**src/rtl/tod_pkg.sv**
```systemverilog
package tod_pkg;

  typedef enum logic [1:0] {
    ED_RUN = 2'd0,
    ED_HR  = 2'd1,
    ED_MIN = 2'd2,
    ED_SEC = 2'd3
  } edit_t;

  localparam logic [6:0] HR_TOP = 7'd23;
  localparam logic [6:0] MS_TOP = 7'd59;

  // two BCD digits packed as {tens, ones} to a binary value
  function automatic logic [6:0] bcd_to_bin(input logic [7:0] v);
    return 7'(v[7:4]) * 7'd10 + 7'(v[3:0]);
  endfunction

  function automatic logic [7:0] bin_to_bcd(input logic [6:0] b);
    logic [6:0] t;
    logic [6:0] o;
    t = b / 7'd10;
    o = b % 7'd10;
    return {t[3:0], o[3:0]};
  endfunction

  // one step up or down with wrap inside 0..top
  function automatic logic [7:0] bcd_step(input logic [7:0] v, input logic [6:0] top,
                                          input logic down);
    logic [6:0] b;
    logic [6:0] n;
    b = bcd_to_bin(v);
    if (down) n = (b == 7'd0) ? top : b - 7'd1;
    else      n = (b == top) ? 7'd0 : b + 7'd1;
    return bin_to_bcd(n);
  endfunction

  function automatic logic bcd_at_top(input logic [7:0] v, input logic [6:0] top);
    return bcd_to_bin(v) == top;
  endfunction

endpackage

```
**src/rtl/tod_prescaler.sv**
```systemverilog
module tod_prescaler #(
  parameter int unsigned DIV = 50_000_000
) (
  input  logic clk,
  input  logic rst_n,
  input  logic run,
  output logic tick
);
  localparam int unsigned CW = (DIV > 2) ? $clog2(DIV) : 1;
  localparam logic [CW-1:0] LAST = CW'(DIV - 1);

  logic [CW-1:0] cnt;

  always_ff @(posedge clk) begin
    if (!rst_n)           cnt <= '0;
    else if (!run)        cnt <= '0;
    else if (cnt == LAST) cnt <= '0;
    else                  cnt <= cnt + 1'b1;
  end

  assign tick = run && (cnt == LAST);
endmodule

```
**src/rtl/tod_rise.sv**
```systemverilog
module tod_rise #(
  parameter int unsigned N = 3
) (
  input  logic         clk,
  input  logic         rst_n,
  input  logic [N-1:0] lvl,
  output logic [N-1:0] pulse
);
  for (genvar i = 0; i < N; i++) begin : g_bit
    logic prev;
    always_ff @(posedge clk) begin
      if (!rst_n) prev <= 1'b0;
      else        prev <= lvl[i];
    end
    assign pulse[i] = lvl[i] && !prev;
  end
endmodule

```
**src/rtl/tod_mode_fsm.sv**
```systemverilog
module tod_mode_fsm
  import tod_pkg::*;
(
  input  logic  clk,
  input  logic  rst_n,
  input  logic  mode_p,
  output edit_t state
);
  edit_t nxt;

  always_comb begin
    unique case (state)
      ED_RUN:  nxt = ED_HR;
      ED_HR:   nxt = ED_MIN;
      ED_MIN:  nxt = ED_SEC;
      default: nxt = ED_RUN;
    endcase
  end

  always_ff @(posedge clk) begin
    if (!rst_n)      state <= ED_RUN;
    else if (mode_p) state <= nxt;
  end
endmodule

```
**src/rtl/tod_time_regs.sv**
```systemverilog
module tod_time_regs
  import tod_pkg::*;
(
  input  logic       clk,
  input  logic       rst_n,
  input  logic       tick,
  input  edit_t      edit,
  input  logic       up_p,
  input  logic       dn_p,
  output logic [7:0] hr,
  output logic [7:0] mn,
  output logic [7:0] sc,
  output logic       sec_wrap,
  output logic       min_wrap
);
  logic adj;
  logic adv;

  assign adj      = up_p ^ dn_p;
  assign adv      = tick && (edit == ED_RUN);
  assign sec_wrap = adv && bcd_at_top(sc, MS_TOP);
  assign min_wrap = sec_wrap && bcd_at_top(mn, MS_TOP);

  always_ff @(posedge clk) begin
    if (!rst_n) begin
      hr <= 8'h12;
      mn <= 8'h00;
      sc <= 8'h00;
    end else begin
      unique case (edit)
        ED_RUN: begin
          if (adv)      sc <= bcd_step(sc, MS_TOP, 1'b0);
          if (sec_wrap) mn <= bcd_step(mn, MS_TOP, 1'b0);
          if (min_wrap) hr <= bcd_step(hr, HR_TOP, 1'b0);
        end
        ED_HR:  if (adj) hr <= bcd_step(hr, HR_TOP, dn_p);
        ED_MIN: if (adj) mn <= bcd_step(mn, MS_TOP, dn_p);
        default: if (adj) sc <= bcd_step(sc, MS_TOP, dn_p);
      endcase
    end
  end
endmodule

```
**src/rtl/tod_clock.sv**
```systemverilog
module tod_clock
  import tod_pkg::*;
#(
  parameter int unsigned TICK_DIV = 50_000_000
) (
  input  logic       clk,
  input  logic       rst_n,
  input  logic       btn_mode,
  input  logic       btn_up,
  input  logic       btn_down,
  output logic [3:0] hr_tens,
  output logic [3:0] hr_ones,
  output logic [3:0] min_tens,
  output logic [3:0] min_ones,
  output logic [3:0] sec_tens,
  output logic [3:0] sec_ones,
  output logic [1:0] edit_sel
);
  localparam int unsigned NBTN = 3;

  logic [NBTN-1:0] btn_lvl;
  logic [NBTN-1:0] btn_pulse;
  logic            mode_p;
  logic            up_p;
  logic            dn_p;
  logic            tick_w;
  logic            run_w;
  logic            sec_wrap;
  logic            min_wrap;
  edit_t           edit_st;
  logic [7:0]      hr_q;
  logic [7:0]      mn_q;
  logic [7:0]      sc_q;

  assign btn_lvl = {btn_down, btn_up, btn_mode};
  assign mode_p  = btn_pulse[0];
  assign up_p    = btn_pulse[1];
  assign dn_p    = btn_pulse[2];
  assign run_w   = (edit_st == ED_RUN);

  tod_rise #(.N(NBTN)) u_rise (
    .clk(clk), .rst_n(rst_n), .lvl(btn_lvl), .pulse(btn_pulse)
  );

  tod_mode_fsm u_fsm (
    .clk(clk), .rst_n(rst_n), .mode_p(mode_p), .state(edit_st)
  );

  tod_prescaler #(.DIV(TICK_DIV)) u_pre (
    .clk(clk), .rst_n(rst_n), .run(run_w), .tick(tick_w)
  );

  tod_time_regs u_time (
    .clk(clk), .rst_n(rst_n), .tick(tick_w), .edit(edit_st),
    .up_p(up_p), .dn_p(dn_p), .hr(hr_q), .mn(mn_q), .sc(sc_q),
    .sec_wrap(sec_wrap), .min_wrap(min_wrap)
  );

  assign {hr_tens, hr_ones}   = hr_q;
  assign {min_tens, min_ones} = mn_q;
  assign {sec_tens, sec_ones} = sc_q;
  assign edit_sel             = edit_st;
endmodule

```
**config.mk**
```make
export PLATFORM = sky130hd
export DESIGN_NAME = tod_clock
export DESIGN_NICKNAME = d
export VERILOG_FILES = /design/src/rtl/tod_pkg.sv /design/src/rtl/tod_prescaler.sv /design/src/rtl/tod_rise.sv /design/src/rtl/tod_mode_fsm.sv /design/src/rtl/tod_time_regs.sv /design/src/rtl/tod_clock.sv
export SDC_FILE = /design/constraint.sdc
export NUM_CORES = 1
export LEC_CHECK = 0
export ABC_CLOCK_PERIOD_IN_PS = 17030
export CAP_MARGIN = 30
export CORE_ASPECT_RATIO = 1.1
export CORE_MARGIN = 5
export CORE_UTILIZATION = 50
export DETAILED_ROUTE_END_ITERATION = 7
export DONT_BUFFER_PORTS = 1
export PLACE_DENSITY = 0.63
export SLEW_MARGIN = 20
export SYNTH_ARGS = -nofsm -noshare
export SYNTH_HDL_FRONTEND = slang
export SYNTH_SLANG_ARGS = --single-unit
```
**constraint.sdc**
```tcl
create_clock -name clk -period 17.03 [get_ports clk]
set_input_delay 1.703 -clock clk [delete_from_list [all_inputs] [get_ports clk]]
set_output_delay 1.703 -clock clk [all_outputs]
set_load 0.02 [all_outputs]
```
==> results of run 1 <==
==> layer usage <==
| layer | vias to the layer above | global-route usage | part of all wire |
|---|---|---|---|
| met5 | - | 0 | 0 |
| met4 | 0 | 0.07547 | 0.022 |
| met1 | 2861 | 0.3062 | 0.45 |
| li1 | 2890 | - | - |
| met3 | 30 | 0.02624 | 0.046 |
| met2 | 210 | 0.3832 | 0.48 |
==> worst max-delay path: stages (launching register included) <==
cell      delay (ns)
dfxtp_1         0.58
ha_1            0.32
ha_1            0.20
inv_1           0.06
fa_1            0.49
or4b_4          0.59
nor4b_4         0.31
nor2_1          0.12
a211oi_2        0.73
xnor2_1         0.23
o22ai_1         0.12
nor2_1          0.16
ha_1            0.25
nor3b_1         0.20
o21ai_0         0.15
o211ai_1        0.18
nand3_1         0.17
o221ai_1        0.26
a22oi_2         0.16
xnor2_1         0.25
ha_1            0.25
and2_1          0.16
o221ai_2        0.14
a2111o_1        0.44
o311ai_1        0.07
==> report_power, final <==
part | switching (mW) | internal, mW | total, mW
clock network | 0.0540 | 0.0561 | 0.110
logic | 0.281 | 0.164 | 0.445
registers | 0.0212 | 0.137 | 0.158
total | 0.357 | 0.357 | 0.713
==> area by class of cell <==
cell class | instances | area (um2) | area share
Timing Repair Buffer | 4 | 30.03 | 0.004809
Clock inverter | 3 | 27.53 | 0.004408
Inverter | 39 | 146.4 | 0.02344
Tap cell | 154 | 192.7 | 0.03086
Sequential cell | 55 | 1101 | 0.1763
Multi-Input combinational cell | 656 | 4622 | 0.7401
Clock buffer | 5 | 125.1 | 0.02004
==> Yosys cell counts (all sizes together), types with 6 or more instances <==
cell type  number
nor2           86
nand2          56
dfxtp          55
o21ai          41
inv            39
a21oi          38
ha             38
nand3          35
xnor2          31
nor3           28
clkbuf         24
o211ai         20
xor2           20
and2           17
a211oi         15
nand4          15
nor2b          15
and3           14
or3            12
o31ai          11
a31oi          10
a221oi          7
a2111oi         6
fa              6
mux2i           6
nand2b          6
nand3b          6
nor4            6
o211a           6
o21a            6
o31a            6
==> worst paths after layout <==
check / startpoint / to / slack (ns) / cells past startpoint
setup reg to reg: u_time.sc[7] / u_time.sc[2] / 10.34 / 24
hold reg to reg: u_pre.cnt[0] / u_pre.cnt[0] / 0.46 / 1
hold / removal: u_pre.cnt[0] / u_pre.cnt[0] / 0.46 / 1
setup / recovery: u_time.sc[7] / u_time.sc[2] / 10.34 / 24
==> kinds of logic after synthesis <==
kind of cell / count (synthesis) / share of synthesized area
xor gates and xnor gates: 52 / 0.08217
adders and majority gates: 45 / 0.1012
DFF: 55 / 0.1840
and+or+nand+nor: 316 / 0.2691
buffers and inverters: 68 / 0.04370
muxes: 8 / 0.01380
AOI/OAI and AO/OA: 235 / 0.3061
==> through the flow <==
step                hold WS (ns)  setup WS [ns]
floorplan                 0.4298          11.26
global placement          0.4421          10.51
detailed placement        0.4504          10.31
CTS                       0.4672          10.44
global route              0.5087          9.840
finish                    0.4625          10.34
==> state kept, by name, indices dropped and copies added, names as in the netlist <==
signal / count
u_time.sc: 8
u_pre.cnt: 26
u_time.hr: 8
u_fsm.state: 2
u_time.mn: 8
u_rise.g_bit.prev: 3
==> flow_summary.ini, run 1 <==
[yosys]
synthArstFlopShare = 0
synth_top_cell_by_area = dfxtp_1
synth_area_leaders = dfxtp_1, ha_1, nor2_1
synth_nets = 828
synth_cell_types = 97
synth_warnings = 0
synth-edff-count = 0
postSynthCellCount = 779
ys_ff_latch = 55
yosysSeqAreaShare = 0.1840
ys.flop_type = dfxtp_1
synth_area_mm2 = 0.005984
postSynthAreaPerCell_um2 = 7.682
netlist.area_leader.share = 0.1840

[sta]
hold_violations = 0
skew_ns = 0.01041
worstMarginPinSlew_ns = 0.8724
rsz0062_at_grt = no
slew_headroom = 0.4178
finalCriticalPeriod_ns = 6.692
setup_viol = 0
clock.fmax_ghz = 0.1494
final.setup.tns_ns = 0
slew_violations = 0
finalCritPeriodShare = 0.3929

[cells_and_area]
fin_nets = 810
final_common_cell = nor2_1
layout_common_cells = nor2_1, nand2_1, dfxtp_1, inv_1
antenna_cells = 0
n_fill_cell = 1168
final_cells = 916
fin_area_mm2 = 0.006245
finish.utilization = 0.5258
syn2layout_area_growth_pct = 4.349
drive_gt1_frac = 0.05774

[worst_setup_path]
crit_arrival_ns = 6.90
cp-end-kind = flop
path_class = reg2reg
cp_max_fo = 12
crit_required_ns = 17.24
start_kind = flop

[placement]
hpwl_um = 12740
portBuffers = 0
gp_congestion = 0.9227
placed_cells = 907
place_area_mm2 = 0.006085

[detailed_routing]
drt_iter0_drc = 654
via_per_inst = 6.540
drc_errors = 0
routedWlPerCell_um = 18.20
drt_pass1_iterations = 5
antenna_left = 0
wl_um = 16670
num_vias = 5991

[floorplanning]
ios = 31
rows = 42
die_height_um = 124.7
die_area_mm2 = 0.01426
fp.coreArea_mm2 = 0.01188
die_x_um = 114.3
initial_utilization = 0.5039

[global_route]
grt_pass1_wl_um = 27420
grt_pass1_vias = 5551
antenna_found_initial = 0
grt_max_degree = 26
grt_remaining_overflow = 0
grt_usage = 0.2298

[clock_network]
cts_made_buffers = 5
clock_latency_ns = 0.30
h-tree-depth = 2
cts_root_buf = clkbuf_16
cts_setup_buffers = 0
cts.clk_slew.worst_paths_ns = 0.08
cts_resized = 0
cts.sinks = 55
cts_tree = yes
cts_hold_buf = 0
cts_buffer_depth = 2

[pwr]
ir_worst_vdd_uv = 71.21
pwr_density_cell_mw_per_mm2 = 114.2
p_total_uw = 713.3
p_leak_nw = 2.192

[status]
outcome = finished, final reports clean

[job]
cap_violations = 0

[hold_path]
hp-class = reg2reg
(Power assumes the default switching activity.)
==> inputs of run 2 (changes only) <==
--- a/config.mk
+++ b/config.mk
@@ -5,14 +5,14 @@
 export SDC_FILE = /design/constraint.sdc
 export NUM_CORES = 1
 export LEC_CHECK = 0
-export ABC_CLOCK_PERIOD_IN_PS = 17030
+export ABC_CLOCK_PERIOD_IN_PS = 5390
 export CAP_MARGIN = 30
 export CORE_ASPECT_RATIO = 1.1
 export CORE_MARGIN = 5
 export CORE_UTILIZATION = 50
 export DETAILED_ROUTE_END_ITERATION = 7
 export DONT_BUFFER_PORTS = 1
-export PLACE_DENSITY = 0.63
+export PLACE_DENSITY = 0.66
 export SLEW_MARGIN = 20
 export SYNTH_ARGS = -nofsm -noshare
 export SYNTH_HDL_FRONTEND = slang
==> constraint.sdc (replaced) <==
create_clock -name clk -period 5.39 [get_ports clk]
set_input_delay 0.539 -clock clk [delete_from_list [all_inputs] [get_ports clk]]
set_output_delay 0.539 -clock clk [all_outputs]
set_load 0.02 [all_outputs]
==> flow_summary.ini, run 2 (synthesis results as in run 1) <==
[status]
outcome = complete, but fails checks
violations = negative setup slack

[detailed_routing]
via_per_inst = 6.271
drt_iter0_drc = 523
num_vias = 6277
wl_um = 17420
antenna_left = 0
drt_pass1_iterations = 5
drc_errors = 0
routedWlPerCell_um = 17.40

[clock_network]
clock_latency_ns = 0.30
cts_made_buffers = 5
cts_root_buf = clkbuf_16
cts_tree = yes
cts.clk_slew.worst_paths_ns = 0.07
cts.sinks = 55
h-tree-depth = 2
cts_buffer_depth = 2
cts_hold_buf = 0

[cells_and_area]
syn2layout_area_growth_pct = 19.90
multiInputGateArea_mm2 = 0.004885
layout_common_cells = buf_4, nor2_1, nand2_1, dfxtp_1, inv_1
seqCellArea_mm2 = 0.001112
final_common_cell = buf_4
antenna_cells = 0
n_fill_cell = 1070
regMostFlops = u_pre.cnt
fin_nets = 895
final_cells = 1001
largest_reg_flops = 26
drive_gt1_frac = 0.2043

[worst_setup_path]
start_kind = flop
path_class = reg2reg
cp-end-kind = flop
cp_max_fo = 4
crit_arrival_ns = 5.62
crit_required_ns = 5.59

[global_route]
grt_remaining_overflow = 0
grt_usage = 0.2366
antenna_found_initial = 0
grt_max_degree = 26
grt_pass1_vias = 6043
grt_pass1_wl_um = 28710

[sta]
worstMarginPinSlew_ns = 0.8728
finalCriticalPeriod_ns = 5.422
finalCritPeriodShare = 1.006
rsz0062_at_grt = yes
slew_violations = 0
skew_ns = 0.006945
slew_headroom = 0.4175
fin_ws_ns = -0.03194
clock.fmax_ghz = 0.1844
setup_viol = 1
hold_violations = 0

[floorplanning]
die_height_um = 124.7
initial_utilization = 0.5039
fp.coreArea_mm2 = 0.01188
rows = 42
die_x_um = 114.3
die_area_mm2 = 0.01426
ios = 31

[job]
cap_violations = 0

[placement]
gp_congestion = 0.9734
placed_cells = 967
hpwl_um = 13130
portBuffers = 0
dp_slack_ns = -0.1311

[pwr]
ir_worst_vdd_uv = 340.9
pwr_density_cell_mw_per_mm2 = 383.4
p_leak_nw = 2.672

[hold_path]
hp-class = in2reg
==> run 2: final cells by class <==
class | count | area share
Sequential cell | 55 | 0.1550
Tap cell | 154 | 0.02685
Inverter | 39 | 0.02040
Clock buffer | 7 | 0.02145
Timing Repair Buffer | 89 | 0.09433
Clock inverter | 1 | 0.001221
Multi-Input combinational cell | 656 | 0.6807
==> run 2: path summary, 6_finish.rpt <==
check          startpoint      endpoint  depth (start not counted)  slack [ns]
max reg2reg  u_time.sc[7]  u_time.sc[2]                         26       -0.03
min reg2reg  u_pre.cnt[0]  u_pre.cnt[0]                          1        0.47
max          u_time.sc[7]  u_time.sc[2]                         26       -0.03
min                 rst_n  u_time.hr[4]                          1        0.34
==> run 2: per-layer routing <==
layer / wire (um) / vias up / track usage
met5: 0 / - / 0
met4: 529 / 0 / 0.09294
met3: 842 / 45 / 0.03158
met2: 8419 / 215 / 0.3973
met1: 7628 / 2951 / 0.3033
li1: - / 3066 / -
==> run 2: power breakdown <==
| group | internal [mW] | total [mW] | switching (mW) | leakage [nW] |
|---|---|---|---|---|
| registers | 0.434 | 0.467 | 0.0330 | 0.449 |
| clock network | 0.203 | 0.356 | 0.153 | 0.0797 |
| logic | 0.843 | 1.93 | 1.08 | 2.14 |
==> run 2: timing repair <==
item                                   CTS  global route
endpoints found under the hold margin    0             0
buffers inserted                        18             9
gates resized for setup                 12            38
setup endpoints to repair                3             9
pin swaps                               19            21
==> run 2: stage by stage <==
step	cell area [um2]	TNS (ns)	util	total power [mW]	hold slack [ns]
floorplan	6033	0	-	1.610	0.4298
global route	7176	-0.6744	0.6042	2.931	0.3412
CTS	6938	0	0.5842	2.540	0.3309
finish	7176	-0.03194	0.6042	2.751	0.3390
detailed placement	6579	-0.1311	0.5539	2.066	0.4568
global placement	6574	0	0.5535	2.042	0.4467
==> run 2: worst max-delay path, stage by stage (launching register included) <==
cell and delay [ns]:
dfxtp_4 0.35, ha_4 0.26, ha_4 0.12, inv_2 0.03, fa_2 0.55, buf_4 0.13, nand2b_1 0.09, or4_4 0.51
o2bb2ai_4 0.16, nor3_1 0.09, or3_4 0.44, nand2_2 0.11, o22ai_2 0.10, nor2_2 0.14, ha_2 0.20, nor3b_2 0.15
o21ai_1 0.10, o211ai_1 0.14, nand3_2 0.14, o221ai_2 0.17, a22oi_2 0.13, xnor2_2 0.20, ha_2 0.23, and2_4 0.16
o221ai_4 0.12, a2111o_1 0.42, o311ai_2 0.08
==> inputs of run 3 (changes only) <==
--- a/config.mk
+++ b/config.mk
@@ -13,6 +13,7 @@
 export DETAILED_ROUTE_END_ITERATION = 7
 export DONT_BUFFER_PORTS = 1
 export PLACE_DENSITY = 0.66
+export REMOVE_ABC_BUFFERS = 1
 export SLEW_MARGIN = 20
 export SYNTH_ARGS = -nofsm -noshare
 export SYNTH_HDL_FRONTEND = slang
==> flow_summary.ini, run 3 (synthesis results as in run 1) <==
[detailed_routing]
via_per_inst = 6.384
wl_um = 17700
num_vias = 6422
routedWlPerCell_um = 17.60
antenna_left = 0
drc_errors = 0
drt_iter0_drc = 610
drt_pass1_iterations = 5
wl_met3_um = 957
wl_met1_um = 7572
wl_met2_um = 8699
top_layer = met4

[placement]
dp_slack_ns = -0.2520
placed_cells = 970
gp_congestion = 0.9594
hpwl_um = 12780
portBuffers = 0
place_area_mm2 = 0.006555

[pwr]
clock_power_share = 0.118
p_total_mw = 2.831
ir_worst_vdd_uv = 240.5
pwr_density_cell_mw_per_mm2 = 393.7
comb_power_share = 0.717
power.switching_mw = 1.299
switching_share = 0.4589
p_leak_nw = 2.679
seqPwrFrac = 0.166
p_int_mw = 1.532

[global_route]
grt_usage = 0.2282
grt_pass1_vias = 5956
grt_pass1_wl_um = 27850
antenna_found_initial = 0
grt_remaining_overflow = 0
grt_max_degree = 26

[sta]
skew_ns = 0.009272
fin_ws_ns = -0.1143
slew_violations = 0
holdWs_ns = 0.3215
clock.fmax_ghz = 0.1817
slew_headroom = 0.4132
final.setup.tns_ns = -0.1658
rsz0062_at_grt = yes
finalCriticalPeriod_ns = 5.504
hold_violations = 0
finalCritPeriodShare = 1.021
worstMarginPinSlew_ns = 0.8735
setup_viol = 2

[clock_network]
cts_root_buf = clkbuf_16
h-tree-depth = 2
cts_made_buffers = 5
cts.sinks = 55
clock_latency_ns = 0.30
cts.clk_slew.worst_paths_ns = 0.08
cts_buffer_depth = 2
cts_tree = yes

[cells_and_area]
final_cells = 1006
final_common_cell = buf_4
regMostFlops = u_pre.cnt
finish.utilization = 0.6056
fin_area_mm2 = 0.007192
drive_gt1_frac = 0.2066
layout_common_cells = buf_4, nor2_1, nand2_1, dfxtp_1, inv_1
antenna_cells = 0
largest_reg_flops = 26
fin_nets = 901
syn2layout_area_growth_pct = 20.18

[floorplanning]
initial_utilization = 0.5039
fp.coreArea_mm2 = 0.01188
rows = 42
die_x_um = 114.3
die_area_mm2 = 0.01426
die_height_um = 124.7
ios = 31

[worst_setup_path]
timing.rr.start = u_time.sc[7]
crit_required_ns = 5.59
cpMostUsedCell = buf_4
crit_slowest_cell = fa_2
crit_arrival_ns = 5.71
cp-end-kind = flop
cpPeakStageDelay_ns = 0.57
start_kind = flop
crit_start = u_time.sc[7]
cp_max_fo = 5
path_class = reg2reg

[status]
violations = negative setup slack
outcome = complete, but fails checks

[hold_path]
hp-class = in2reg
min_from = rst_n

[job]
cap_violations = 0
## run 3: final timing paths
kind | end | slack (ns) | cells after the start
worst min register to register | u_pre.cnt[0] | 0.48 | 1
worst max-delay path | u_time.sc[2] | -0.11 | 25
worst max register to register | u_time.sc[2] | -0.11 | 25
worst min-delay path | u_time.hr[4] | 0.32 | 1
## run 3: cell type report
class	instances	area (um2)
tap	154	192.7
clock inverter	1	8.758
inverter	39	146.4
sequential	55	1105
fill	1052	4684
clock buffer	6	138.9
multi-input combinational	656	4878
timing repair buffer	95	721.9
## run 3: routing by layer
metal	track usage	vias up
met1	0.2878	3047
met3	0.03353	50
met2	0.3946	242
met5	0	-
met4	0.07338	0
li1	-	3083
## run 3: repair_timing
item,in CTS,in global routing
hold buffers,0,0
gates cloned,0,0
gates resized for setup,19,41
endpoints found under the setup margin,4,7
pin swaps,17,27
setup buffers,20,12
## run 3: critical path, delay by kind of cell (launching register included)
| family | cells | cell delay [ns] |
|---|---|---|
| adders and majority gates | 4 | 1.18 |
| buffers and inverters | 4 | 0.44 |
| AOI/OAI and AO/OA | 9 | 1.65 |
| DFF | 1 | 0.34 |
| and+or+nand+nor | 8 | 1.79 |
## run 3: power by group through the flow
| stage | clock network (mW) | registers [mW] | logic [mW] |
|---|---|---|---|
| finish | 0.333 | 0.469 | 2.03 |
| floorplan | 0 | 0.493 | 1.09 |
| CTS | 0.344 | 0.467 | 1.78 |
| detailed placement | 0 | 0.475 | 1.63 |
| global route | 0.359 | 0.472 | 2.18 |
| global placement | 0 | 0.474 | 1.60 |
